## src/rtl/wt_cache_pkg.sv

```systemverilog
package wt_cache_pkg;
  typedef enum logic [1:0] {
    PORT_IDLE    = 2'd0,
    PORT_WRITE   = 2'd1,
    PORT_RD_REQ  = 2'd2,
    PORT_RD_WAIT = 2'd3
  } port_state_e;
endpackage

```

## src/rtl/wt_store_queue.sv

```systemverilog
module wt_store_queue #(
  parameter int DEPTH = 4,
  parameter int AW    = 10,
  parameter int DW    = 32
) (
  input  logic          clk,
  input  logic          rst_n,
  input  logic          push,
  input  logic [AW-1:0] push_addr,
  input  logic [DW-1:0] push_data,
  input  logic          pop,
  output logic          full,
  output logic          empty,
  output logic [AW-1:0] head_addr,
  output logic [DW-1:0] head_data,
  input  logic [AW-1:0] probe_addr,
  output logic          probe_hit
);
  localparam int PW = (DEPTH > 1) ? $clog2(DEPTH) : 1;
  localparam int CW = PW + 1;

  logic [AW-1:0]    addr_q [DEPTH];
  logic [DW-1:0]    data_q [DEPTH];
  logic [DEPTH-1:0] occ_q, occ_d;
  logic [PW-1:0]    rd_q, rd_d, wr_q, wr_d;
  logic [CW-1:0]    cnt_q, cnt_d;
  logic [DEPTH-1:0] match;

  assign full      = (cnt_q == CW'(DEPTH));
  assign empty     = (cnt_q == '0);
  assign head_addr = addr_q[rd_q];
  assign head_data = data_q[rd_q];

  for (genvar i = 0; i < DEPTH; i++) begin : g_probe
    assign match[i] = occ_q[i] && (addr_q[i] == probe_addr);
  end
  assign probe_hit = |match;

  always_comb begin
    occ_d = occ_q;
    rd_d  = rd_q;
    wr_d  = wr_q;
    cnt_d = cnt_q;
    if (pop) begin
      occ_d[rd_q] = 1'b0;
      rd_d        = (rd_q == PW'(DEPTH - 1)) ? '0 : rd_q + 1'b1;
    end
    if (push) begin
      occ_d[wr_q] = 1'b1;
      wr_d        = (wr_q == PW'(DEPTH - 1)) ? '0 : wr_q + 1'b1;
    end
    case ({push, pop})
      2'b10:   cnt_d = cnt_q + 1'b1;
      2'b01:   cnt_d = cnt_q - 1'b1;
      default: cnt_d = cnt_q;
    endcase
  end

  always_ff @(posedge clk or negedge rst_n) begin
    if (!rst_n) begin
      occ_q <= '0;
      rd_q  <= '0;
      wr_q  <= '0;
      cnt_q <= '0;
    end else begin
      occ_q <= occ_d;
      rd_q  <= rd_d;
      wr_q  <= wr_d;
      cnt_q <= cnt_d;
    end
  end

  always_ff @(posedge clk) begin
    if (push) begin
      addr_q[wr_q] <= push_addr;
      data_q[wr_q] <= push_data;
    end
  end

  AST_NO_OVERFLOW: assert property (@(posedge clk) disable iff (!rst_n)
    (push && full) |-> pop);
  AST_NO_UNDERFLOW: assert property (@(posedge clk) disable iff (!rst_n)
    pop |-> !empty);
  AST_OCC_COUNT: assert property (@(posedge clk) disable iff (!rst_n)
    $countones(occ_q) == int'(cnt_q));
endmodule

```

## src/rtl/wt_line_array.sv

```systemverilog
module wt_line_array #(
  parameter int LINES = 16,
  parameter int AW    = 10,
  parameter int DW    = 32
) (
  input  logic          clk,
  input  logic          rst_n,
  input  logic [AW-1:0] lk_addr,
  output logic          lk_hit,
  output logic [DW-1:0] lk_data,
  input  logic          wr_en,
  input  logic [AW-1:0] wr_addr,
  input  logic [DW-1:0] wr_data
);
  localparam int IW = $clog2(LINES);
  localparam int TW = AW - IW;

  logic [LINES-1:0] vld_q, vld_d;
  logic [TW-1:0]    tag_q  [LINES];
  logic [DW-1:0]    word_q [LINES];

  logic [IW-1:0] lk_idx, wr_idx;
  logic [TW-1:0] lk_tag, wr_tag;

  assign lk_idx  = lk_addr[IW-1:0];
  assign lk_tag  = lk_addr[AW-1:IW];
  assign wr_idx  = wr_addr[IW-1:0];
  assign wr_tag  = wr_addr[AW-1:IW];
  assign lk_hit  = vld_q[lk_idx] && (tag_q[lk_idx] == lk_tag);
  assign lk_data = word_q[lk_idx];

  always_comb begin
    vld_d = vld_q;
    if (wr_en) vld_d[wr_idx] = 1'b1;
  end

  always_ff @(posedge clk or negedge rst_n) begin
    if (!rst_n) vld_q <= '0;
    else        vld_q <= vld_d;
  end

  always_ff @(posedge clk) begin
    if (wr_en) begin
      tag_q[wr_idx]  <= wr_tag;
      word_q[wr_idx] <= wr_data;
    end
  end
endmodule

```

## src/rtl/wt_cache_front.sv

```systemverilog
module wt_cache_front
  import wt_cache_pkg::*;
#(
  parameter int AW       = 10,
  parameter int DW       = 32,
  parameter int LINES    = 16,
  parameter int WB_DEPTH = 4
) (
  input  logic          clk,
  input  logic          rst_n,
  input  logic          cpu_req_valid,
  input  logic          cpu_req_write,
  input  logic [AW-1:0] cpu_req_addr,
  input  logic [DW-1:0] cpu_req_wdata,
  output logic          cpu_req_ready,
  output logic          cpu_rsp_valid,
  output logic [DW-1:0] cpu_rsp_rdata,
  output logic          mem_req_valid,
  output logic          mem_req_write,
  output logic [AW-1:0] mem_req_addr,
  output logic [DW-1:0] mem_req_wdata,
  input  logic          mem_req_ready,
  input  logic          mem_rsp_valid,
  input  logic [DW-1:0] mem_rsp_rdata
);
  port_state_e   port_q, port_d;
  logic [AW-1:0] fill_addr_q, fill_addr_d;
  logic          rsp_vld_q;
  logic [DW-1:0] rsp_data_q;

  logic          lk_hit;
  logic [DW-1:0] lk_data;
  logic          line_we;
  logic [AW-1:0] line_waddr;
  logic [DW-1:0] line_wdata;

  logic          wb_full, wb_empty, wb_probe_hit, wb_push, wb_pop;
  logic [AW-1:0] wb_head_addr;
  logic [DW-1:0] wb_head_data;

  logic st_ready, st_acc, rd_acc, rd_miss_go, fill_done;

  assign wb_pop     = (port_q == PORT_WRITE) && mem_req_ready;
  assign st_ready   = !wb_full || wb_pop;
  assign cpu_req_ready = cpu_req_write ? st_ready : lk_hit;
  assign st_acc     = cpu_req_valid && cpu_req_write && st_ready;
  assign rd_acc     = cpu_req_valid && !cpu_req_write && lk_hit;
  assign rd_miss_go = cpu_req_valid && !cpu_req_write && !lk_hit && !wb_probe_hit;
  assign fill_done  = (port_q == PORT_RD_WAIT) && mem_rsp_valid;
  assign wb_push    = st_acc;

  assign line_we    = fill_done || (st_acc && lk_hit);
  assign line_waddr = fill_done ? fill_addr_q : cpu_req_addr;
  assign line_wdata = fill_done ? mem_rsp_rdata : cpu_req_wdata;

  wt_line_array #(.LINES(LINES), .AW(AW), .DW(DW)) u_lines (
    .clk     (clk),
    .rst_n   (rst_n),
    .lk_addr (cpu_req_addr),
    .lk_hit  (lk_hit),
    .lk_data (lk_data),
    .wr_en   (line_we),
    .wr_addr (line_waddr),
    .wr_data (line_wdata)
  );

  wt_store_queue #(.DEPTH(WB_DEPTH), .AW(AW), .DW(DW)) u_queue (
    .clk        (clk),
    .rst_n      (rst_n),
    .push       (wb_push),
    .push_addr  (cpu_req_addr),
    .push_data  (cpu_req_wdata),
    .pop        (wb_pop),
    .full       (wb_full),
    .empty      (wb_empty),
    .head_addr  (wb_head_addr),
    .head_data  (wb_head_data),
    .probe_addr (cpu_req_addr),
    .probe_hit  (wb_probe_hit)
  );

  always_comb begin
    port_d      = port_q;
    fill_addr_d = fill_addr_q;
    case (port_q)
      PORT_IDLE: begin
        if (rd_miss_go) begin
          port_d      = PORT_RD_REQ;
          fill_addr_d = cpu_req_addr;
        end else if (!wb_empty) begin
          port_d = PORT_WRITE;
        end
      end
      PORT_WRITE:   if (mem_req_ready) port_d = PORT_IDLE;
      PORT_RD_REQ:  if (mem_req_ready) port_d = PORT_RD_WAIT;
      PORT_RD_WAIT: if (mem_rsp_valid) port_d = PORT_IDLE;
      default:      port_d = PORT_IDLE;
    endcase
  end

  always_ff @(posedge clk or negedge rst_n) begin
    if (!rst_n) begin
      port_q    <= PORT_IDLE;
      rsp_vld_q <= 1'b0;
    end else begin
      port_q    <= port_d;
      rsp_vld_q <= rd_acc;
    end
  end

  always_ff @(posedge clk) begin
    fill_addr_q <= fill_addr_d;
    if (rd_acc) rsp_data_q <= lk_data;
  end

  assign mem_req_valid = (port_q == PORT_WRITE) || (port_q == PORT_RD_REQ);
  assign mem_req_write = (port_q == PORT_WRITE);
  assign mem_req_addr  = (port_q == PORT_WRITE) ? wb_head_addr : fill_addr_q;
  assign mem_req_wdata = wb_head_data;
  assign cpu_rsp_valid = rsp_vld_q;
  assign cpu_rsp_rdata = rsp_data_q;

  AST_MEM_HOLD: assert property (@(posedge clk) disable iff (!rst_n)
    (mem_req_valid && !mem_req_ready) |=> (mem_req_valid && $stable(mem_req_addr)
      && $stable(mem_req_write) && $stable(mem_req_wdata)));
  AST_RD_ORDER: assert property (@(posedge clk) disable iff (!rst_n)
    (mem_req_valid && !mem_req_write && cpu_req_valid && cpu_req_addr == mem_req_addr)
      |-> !wb_probe_hit);
  AST_STORE_NO_STALL: assert property (@(posedge clk) disable iff (!rst_n)
    (cpu_req_valid && cpu_req_write && !wb_full) |-> cpu_req_ready);
  AST_MISS_NO_ALLOC: assert property (@(posedge clk) disable iff (!rst_n)
    (cpu_req_valid && cpu_req_write && !lk_hit && !fill_done) |-> !line_we);
  AST_FILL_THEN_HIT: assert property (@(posedge clk) disable iff (!rst_n)
    (fill_done && cpu_req_valid && !cpu_req_write && cpu_req_addr == fill_addr_q)
      |=> (!cpu_req_valid || cpu_req_write || cpu_req_ready));
endmodule

```

## config.mk

```make
export PLATFORM = sky130hd
export DESIGN_NAME = wt_cache_front
export DESIGN_NICKNAME = d
export VERILOG_FILES = /design/src/rtl/wt_cache_pkg.sv /design/src/rtl/wt_store_queue.sv /design/src/rtl/wt_line_array.sv /design/src/rtl/wt_cache_front.sv
export SDC_FILE = /design/constraint.sdc
export NUM_CORES = 1
export LEC_CHECK = 0
export ABC_AREA = 1
export ABC_CLOCK_PERIOD_IN_PS = 6000
export BUFFER_PORTS_ARGS = -buffer_cell sky130_fd_sc_hd__buf_2
export CORE_MARGIN = 1
export CORE_UTILIZATION = 55
export CTS_CLUSTER_SIZE = 28
export DETAILED_ROUTE_END_ITERATION = 10
export PLACE_DENSITY = 0.73
export SYNTH_ARGS = -nofsm -noshare
export SYNTH_HDL_FRONTEND = slang
export SYNTH_SLANG_ARGS = --single-unit
```

## constraint.sdc

```tcl
create_clock -name clk -period 6 [get_ports clk]
set_input_delay 0.9 -clock clk [delete_from_list [all_inputs] [get_ports clk]]
set_output_delay 0.9 -clock clk [all_outputs]
set_load 0.005 [all_outputs]
```

Word-level counts from Yosys, hierarchy flattened:

Memory sizes are Yosys's and may differ from the RTL's. A register that Yosys moved wholly into a read port is not among the register bits.
Cells that the tools add are included.

* flip-flop bits (word level): 40
* memory bits (writable): 776
* bits of input ports: 80
* output and inout bits: 78
* logic and storage cells: 101
* memories kept: 4

Memories
* u_lines.word_q: depth 16, width 32, rd ports 1, clocked after Yosys merged registers in 1, wr ports 1, line wt_line_array.sv:20 `logic [DW-1:0] word_q [LINES];`
* u_queue.data_q: depth 4, width 32, rd ports 1, clocked after Yosys merged registers in 0, wr ports 1, line wt_store_queue.sv:23 `logic [DW-1:0] data_q [DEPTH];`
* u_lines.tag_q: depth 16, width 6, rd ports 1, clocked after Yosys merged registers in 0, wr ports 1, line wt_line_array.sv:19 `logic [TW-1:0] tag_q [LINES];`
* u_queue.addr_q: depth 4, width 10, rd ports 5, clocked after Yosys merged registers in 0, wr ports 1, line wt_store_queue.sv:22 `logic [AW-1:0] addr_q [DEPTH];`

* add/subtract/negate cells: 4
* magnitude comparators: 7
* eq/ne operators: 17
* mux-type cells: 27
* bitwise logic cells: 4
* reduce and logical (&&, ||, !) cells: 30

Operators with widths (count)
* == test 10 bit: 4
* 2-to-1 mux 32 bit: 1
* 2-to-1 mux 10 bit: 2
* logical AND 1 bit: 17
* OR 16 bit: 1
* 2-to-1 mux 2 bit: 7
* == test 2 bit, second input constant: 5
* less-than comparator 4 x 5 -> 1 bit, second input constant: 2
* 2-to-1 mux 1 bit: 9
* 2-to-1 mux 4 bit: 2
* one-hot mux 2 bit (4 select lines): 1
* == test 6 bit: 1
* less-than comparator 2 x 3 -> 1 bit, second input constant: 2
* one-hot mux 3 bit (2 select lines): 1
* adder 2 x 1 -> 2 bit, second input constant: 2
* AND 4 bit: 1
* binary-select mux 1 bit (select 4 bit): 1
* demux 1 bit (select 2 bit): 2
* demux 1 bit (select 4 bit): 1
* == test 2 x 1 -> 1 bit, second input constant: 2
* greater-or-equal comparator 2 x 1 -> 1 bit, second input constant: 2
* greater-or-equal comparator 4 x 1 -> 1 bit, second input constant: 1
* logical NOT 1 bit: 4
* inequality test 2 bit, second input constant: 2
* 14 further kinds: 16

Depth between registers and ports, before layout:

Gate-level depths: netlist of the first run.

* depth after elaboration: 9
* gate-level depth with buffers: 18
* depth with buffers taken out: 16

Modules after synthesis:

Synthesis of the first run repeated with hierarchy kept, for this count alone.

* cell total of the unflattened synthesis: 2696
* area total of the unflattened synthesis: 34538.1 um2

By module, submodules not included
* wt_line_array: instances 1, cells an instance 1864, area each 24643.6 um2, seq. area each 18657.9 um2
* wt_store_queue: instances 1, cells an instance 653, area each 7604.8 um2, seq. area each 5320.1 um2
* wt_cache_front: instances 1, cells an instance 179, area each 2289.7 um2, seq. area each 1336.3 um2

Least setup slack after synthesis of the first run:

Ideal clock, no wire load.

* path type: input port to flip-flop
* from: in mem_req_ready
* to: mem u_queue.addr_q[0][0] (enable)
* library setup time: 0.442 ns
* arrival time: 3.444 ns
* data required time: 5.558 ns
* slack: 2.114 ns
* stages on the path: 6
* path buffers: 0
* cells stage by stage: nand2_1 nand4_1 nand2_1 nor2_1 clkinv_1 nor2_1

* longest elaborated chain between the ends: 5

RTL lines
* start: declaration: line wt_cache_front.sv:22 `input logic mem_req_ready,`
* logical AND 1 bit: line wt_cache_front.sv:43 `assign wb_pop = (port_q == PORT_WRITE) && mem_req_ready;`
* logical OR 1 bit: line wt_cache_front.sv:44 `assign st_ready = !wb_full || wb_pop;`
* logical AND 1 bit: line wt_cache_front.sv:46 `assign st_acc = cpu_req_valid && cpu_req_write && st_ready;`
* 2-to-1 mux 1 bit: line wt_store_queue.sv:74 `if (push) begin`
* 2-to-1 mux 1 bit (not written as such): line wt_store_queue.sv:75 `addr_q[wr_q] <= push_addr;`
* end: declaration: line wt_store_queue.sv:22

No other way between the ends.

Worst setup path in the final report of the first run:

* from: in cpu_req_addr[0]
* to: out cpu_req_ready

* longest elaborated chain between the ends: 4
* elaborated cells on any way between the ends: 6
* those cells by class: eq/ne (1); mux (3); reduce/logical (1); memory (1)

RTL lines
* start: declaration: line wt_cache_front.sv:13 `input logic [AW-1:0] cpu_req_addr,`
* memory read (16 x 6 bit) or binary-select mux 1 bit (select 4 bit) (tied branches)
* == test 6 bit or 2-to-1 mux 1 bit (tied branches): line wt_line_array.sv:29 `assign lk_hit = vld_q[lk_idx] && (tag_q[lk_idx] == lk_tag);`
* logical AND 1 bit *: line wt_line_array.sv:29
* 2-to-1 mux 1 bit *: line wt_cache_front.sv:45 `assign cpu_req_ready = cpu_req_write ? st_ready : lk_hit;`
* end: declaration: line wt_cache_front.sv:15 `output logic cpu_req_ready,`

Mark *: on every way between the ends. The rest lies on a longest branch, timed or not. The select of a mux whose other input is x is not followed.

==> results.ini, run 1 <==
[logic_synthesis]
yosysTopAreaCell=edfxtp_1
synth_top_area_frac=0.717
syn_inst=2670
syn_area_per_cell_um2=12.8
synth_xor_area_frac=0.00409
synth_compound_area_frac=0.104
synth_fp_nets=2764
async_flop_share=0.0354
synthTopCellsByArea=edfxtp_1 72%, o21ai_0 5.2%, nor2_1 4.1%
synth_edf_count=818
synthSimpleGateAreaFrac=0.0982
yosys_warnings=0
synth_common_cells=818 x edfxtp_1, 375 x nor2_1, 355 x o21ai_0, 315 x nand2_1, 149 x inv_1
syn-cell-area_um2=34200
synthMuxAreaShare=0.0108
synthFlopType=edfxtp_1
synth-seq-cells=848
yosysMostFrequentCell=edfxtp_1
synth_top_family_by_area=compound AO/OA/AOI/OAI gates
yosysSeqAreaShare=0.739
synth_adder_area_share=0.00534
ys_types=40

[worst_setup_path]
timing.rr.start=port_q[1]
crit_type=in2out
cp-start-kind=input pin
reg2reg_to=u_lines.word_q[7][15]
reg2reg_slack_ns=1.84
cp_max_fo=152
critPathRequiredTime_ns=5.10
worst_setup_path_end_kind=output pin
critical_path_arrival_ns=3.51
r2r_cells=12

[run]
maxCapViolations=0

[drt]
wl_um=88100
drc=0
firstDrtPassIters=6
drt_iter0_markers=2634
wl_per_cell_um=23.9
via_count=22600
via_per_inst=6.13
ant_nets=0

[final_layout]
instances_no_fill=3693
diodes=0
fillCellCount=4472
synthToLayoutAreaGrowth_pct=12.2
drive_gt1_frac=0.133
post-route-util=0.624
nets=2889

[clocking]
cts-buffers-inserted=82
cts_tree=built
postCtsHoldBufs=0
cts_sinks=848
clk_pin_slew_ns=0.06
cts_root_buf=clkbuf_16
clk_path_buf_depth=3
post_cts_buffers=0
ctsResizeCount=0
insertion_delay_ns=0.64
htree_num_levels=3

[placement]
io_buffers=157
hpwl_um=50900
place_inst=3548
gp_congestion=0.883

[global_routing]
grt_pass1_vias=22500
grt_usage=0.280
overflow=0
grt_pass1_wl_um=134000
grt_max_degree=162
antenna_found_initial=0

[sta]
min_period_over_period=0.735
setup_violations=0
finClkSkew_ns=0.0254
slew-limit-headroom=0.196
rsz0062_at_grt=false
hold_viol_final=0
finalSetupTns_ns=0
worst_slew_pin_slew_ns=1.21
max_freq_ghz=0.227
fin_crit_ns=4.41
slew_violations=0

[die]
dieArea_um2=63200
start_util=0.556
row_count=91
ios=158
core_um2=61600
die_w_um=251
die_h_um=251

[power]
p_per_area_nw_per_um2=360
power_leakage_nw=13.5
vdd_drop_max_v=0.000265

[outcome]
status=completed

[min_path]
worstHoldPathType=in2async

==> power by group <==
group	internal [mW]	switching, mW	leakage, nW	total, mW
logic	0.602	1.47	4.60	2.07
registers	6.80	0.0713	7.68	6.87
clock network	2.75	2.15	1.22	4.90
==> cell families (layout without fill, tap and decap cells) <==
group	after synthesis	count (layout)
AND/OR/NAND/NOR	840	840
XOR/XNOR	16	16
flip-flops	848	848
AO/OA/AOI/OAI	594	594
adder cells (fa/ha/maj)	14	14
buffers and inverters	325	511
multiplexers	33	33
==> placed cells by master, fill, tap and decap left out, drive strengths merged <==
| master | count |
|---|---|
| inv | 157 |
| mux2i | 1 |
| o21ai | 358 |
| nand3 | 129 |
| dfrtp | 30 |
| nor4 | 1 |
| a31oi | 9 |
| bufinv | 5 |
| o21bai | 1 |
| ha | 13 |
| clkinvlp | 1 |
| fa | 1 |
| xor2 | 9 |
| o2111ai | 1 |
| nand3b | 2 |
| nand2 | 317 |
| nor3 | 6 |
| mux2 | 32 |
| o221ai | 98 |
| o22ai | 67 |
| nand4 | 9 |
| buf | 210 |
| a21boi | 1 |
| edfxtp | 818 |
| clkinv | 39 |
| a21oi | 24 |
| xnor2 | 7 |
| o211ai | 34 |
| or2 | 1 |
| o21a | 1 |
| nor2 | 375 |
| clkbuf | 99 |
==> sequential cells by signal (all words and copies together), names as in the netlist <==
name,count
u_lines.word_q,512
u_queue.data_q,128
u_lines.tag_q,96
u_queue.addr_q,40
cpu_rsp_rdata,32
u_lines.vld_q,16
fill_addr_q,10
u_queue.occ_q,4
u_queue.cnt_q,3
port_q,2
u_queue.rd_q,2
u_queue.wr_q,2
cpu_rsp_valid,1
==> how the worst max path moves through the flow <==
stage,endpoint,slack (ns),depth (start not counted),from
floorplan,u_queue.addr_q[0][0],2.11,6,mem_req_ready
global placement,u_lines.word_q[7][7],1.24,17,cpu_req_addr[0]
detailed placement,u_lines.word_q[7][14],1.09,17,cpu_req_addr[0]
CTS,cpu_req_ready,1.64,15,cpu_req_addr[0]
global route,cpu_req_ready,1.35,15,cpu_req_addr[0]
finish,cpu_req_ready,1.59,15,cpu_req_addr[0]
==> through the flow <==
stage          total power, mW  area, um2  hold WS, ns  setup slack, ns
2_1_floorplan             8.18      34200        0.422             2.11
4_1_cts                   13.9      38400        0.341             1.64
3_3_place_gp              8.98      35900        0.433             1.24
6_report                  13.8      38400        0.333             1.59
5_1_grt                   14.3      38400        0.380             1.35
3_5_place_dp              9.05      35900        0.441             1.09
==> critical path, cell delays in order <==
cell and delay [ns]:
clkbuf_8 0.32, inv_8 0.71, nand2_1 0.11, nand2_1 0.10
nand2_1 0.05, nand3_1 0.08, nand3_1 0.20, nand2_1 0.17
nand2_1 0.06, nand2_1 0.06, nand3_1 0.06, nor2_1 0.14
nand3_1 0.22, nand2_1 0.12, buf_2 0.11
==> layer usage <==
| layer | global-route usage | share of wire |
|---|---|---|
| met4 | 0.108 | 0.035 |
| met5 | 0 | 0 |
| met2 | 0.456 | 0.48 |
| met1 | 0.381 | 0.40 |
| met3 | 0.0461 | 0.085 |
==> layout make-up <==
cell class	instances	area [um2]	area share
inverters	155	592	0.0154
clock buffers	98	2130	0.0555
well taps	837	1050	0.0273
multi-input cells	1497	7640	0.199
flip-flops and latches	848	25300	0.659
repair buffers	211	1310	0.0340
clock inverters	47	378	0.00984
Power figures use the tool's default switching activity.
==> run 2: changes to the inputs <==
--- a/config.mk
+++ b/config.mk
@@ -6,13 +6,13 @@
 export NUM_CORES = 1
 export LEC_CHECK = 0
 export ABC_AREA = 1
-export ABC_CLOCK_PERIOD_IN_PS = 6000
+export ABC_CLOCK_PERIOD_IN_PS = 4000
 export BUFFER_PORTS_ARGS = -buffer_cell sky130_fd_sc_hd__buf_2
 export CORE_MARGIN = 1
 export CORE_UTILIZATION = 55
 export CTS_CLUSTER_SIZE = 28
 export DETAILED_ROUTE_END_ITERATION = 10
-export PLACE_DENSITY = 0.73
+export PLACE_DENSITY = 0.75
 export SYNTH_ARGS = -nofsm -noshare
 export SYNTH_HDL_FRONTEND = slang
 export SYNTH_SLANG_ARGS = --single-unit
==> constraint.sdc (replaced) <==
create_clock -name clk -period 4 [get_ports clk]
set_input_delay 0.6 -clock clk [delete_from_list [all_inputs] [get_ports clk]]
set_output_delay 0.6 -clock clk [all_outputs]
set_load 0.005 [all_outputs]
==> run 2 against run 1 <==
  * Non-clock buffer count up 18
  * Die area unchanged
  * Routed wire length about the same
  * Sequential power rose by 50%
  * Critical endpoint unchanged
  * Final cell count is 0.65% higher
  * Critical path depth unchanged
  * Largest cell class unchanged
  * Clock-buffer cell count grew 2
  * Largest power group unchanged
  * Clock power up 58%
  * Sequential share of layout area down 0.67 points
  * Clock skew shrank 0.0025 ns
  * Setup slack got worse by 0.88 ns
  * Global-route usage up 0.085 points
==> results.ini, run 2 (synthesis gave the netlist of run 1 again) <==
[drt]
drt_iter0_markers=2977
drc=0
wl_per_cell_um=23.7
firstDrtPassIters=6
via_per_inst=6.15
via_count=22900
ant_nets=0
wl_um=88200

[final_layout]
diodes=0
reg_top3=u_lines.word_q x512, u_queue.data_q x128, u_lines.tag_q x96
final_cell_mix=818 x edfxtp_1, 370 x nor2_1, 355 x o21ai_0
nets=2908
multiInputGateArea_um2=7650
final_common_cell=edfxtp_1
top_register=u_lines.word_q
largest_register_ffs=512
regArea_um2=25300
fillCellCount=4442
post-route-util=0.630
drive_gt1_frac=0.143
synthToLayoutAreaGrowth_pct=13.4

[clocking]
clk_path_buf_depth=3
insertion_delay_ns=0.65
cts_root_buf=clkbuf_16
cts-buffers-inserted=83
ctsResizeCount=0
clk_pin_slew_ns=0.06
postCtsHoldBufs=0
cts_tree=built
cts_sinks=848
post_cts_buffers=0
htree_num_levels=3

[worst_setup_path]
r2r_cells=12
reg2reg_slack_ns=0.91
startpoint=cpu_req_addr[0]
reg2reg_to=u_lines.word_q[11][19]
cp_max_fo=87
timing.rr.start=port_q[1]
critPathRequiredTime_ns=3.40
worst_setup_path_end_kind=output pin
crit_type=in2out
critical_path_arrival_ns=2.69
cp-start-kind=input pin

[outcome]
status=completed

[die]
dieArea_um2=63200
die_w_um=251
core_um2=61600
die_h_um=251
start_util=0.556
ios=158
row_count=91

[global_routing]
grt_max_degree=109
overflow=0
grt_pass1_vias=22800
grt_pass1_wl_um=134000
antenna_found_initial=1
grt_usage=0.281

[min_path]
worstHoldPathType=in2async

[run]
maxCapViolations=0

[sta]
setup_violations=0
worst_slew_pin_slew_ns=1.23
slew-limit-headroom=0.180
max_freq_ghz=0.304
fin_crit_ns=3.29
whs_ns=0.0347
hold_viol_final=0
finClkSkew_ns=0.0229
rsz0062_at_grt=false
slew_violations=0
finalSetupTns_ns=0
min_period_over_period=0.822

[placement]
gp_congestion=0.898
io_buffers=157
hpwl_um=52900

[power]
vdd_drop_max_v=0.000411
p_per_area_nw_per_um2=545
power_leakage_nw=13.7

-- run 2: how the worst max path moves through the flow --
stage                              to  slack, ns  depth (start not counted)
4_1_cts               mem_req_addr[0]       0.76                          6
2_1_floorplan    u_queue.addr_q[0][0]       0.28                          8
5_1_grt                 cpu_req_ready       0.47                         15
6_report                cpu_req_ready       0.71                         15
3_5_place_dp   u_lines.word_q[11][20]       0.41                         16
3_3_place_gp   u_lines.word_q[11][18]       0.44                         18
-- run 2: report_power, final --
part / switching [mW] / leakage, nW / internal, mW / total (mW)
Sequential: 0.115 / 7.68 / 10.2 / 10.3
Combinational: 2.18 / 4.71 / 0.920 / 3.10
Clock: 3.32 / 1.31 / 4.43 / 7.75
Total: 5.61 / 13.7 / 15.6 / 21.2
-- run 2: routing by layer --
layer,vias to the layer above,GRT usage,wire (um)
met2,1318,0.464,43100
met4,0,0.126,3820
met5,-,0,0
met1,11300,0.368,33300
li1,10000,-,-
met3,245,0.0470,7950
-- run 2: area by class of cell --
cell class                      instances  share of cell area
Clock inverter                         51              0.0142
Clock buffer                          100              0.0552
Tap cell                              837              0.0270
Multi-Input combinational cell       1497               0.197
Inverter                              155              0.0152
Sequential cell                       848               0.652
Timing Repair Buffer                  229              0.0390
-- run 2: metrics by stage --
step	cell area, um2	power [mW]	setup WS, ns	std cells
6_report	38800	21.2	0.712	3717
5_1_grt	38800	21.9	0.470	3717
4_1_cts	38800	21.2	0.761	3717
3_5_place_dp	36100	13.6	0.408	3566
3_3_place_gp	36100	13.5	0.437	3566
2_1_floorplan	34200	12.3	0.278	2670
-- run 2: worst max-delay path: stages --
cell and delay [ns]:
clkbuf_8 0.21, inv_8 0.39, nand2_1 0.12, nand2_1 0.09
nand2_1 0.07, nand3_1 0.13, nand3_1 0.10, nand2_1 0.08
nand2_1 0.05, nand2_1 0.10, nand2_1 0.06, nor2_1 0.14
nand3_1 0.25, nand2_1 0.13, buf_2 0.12
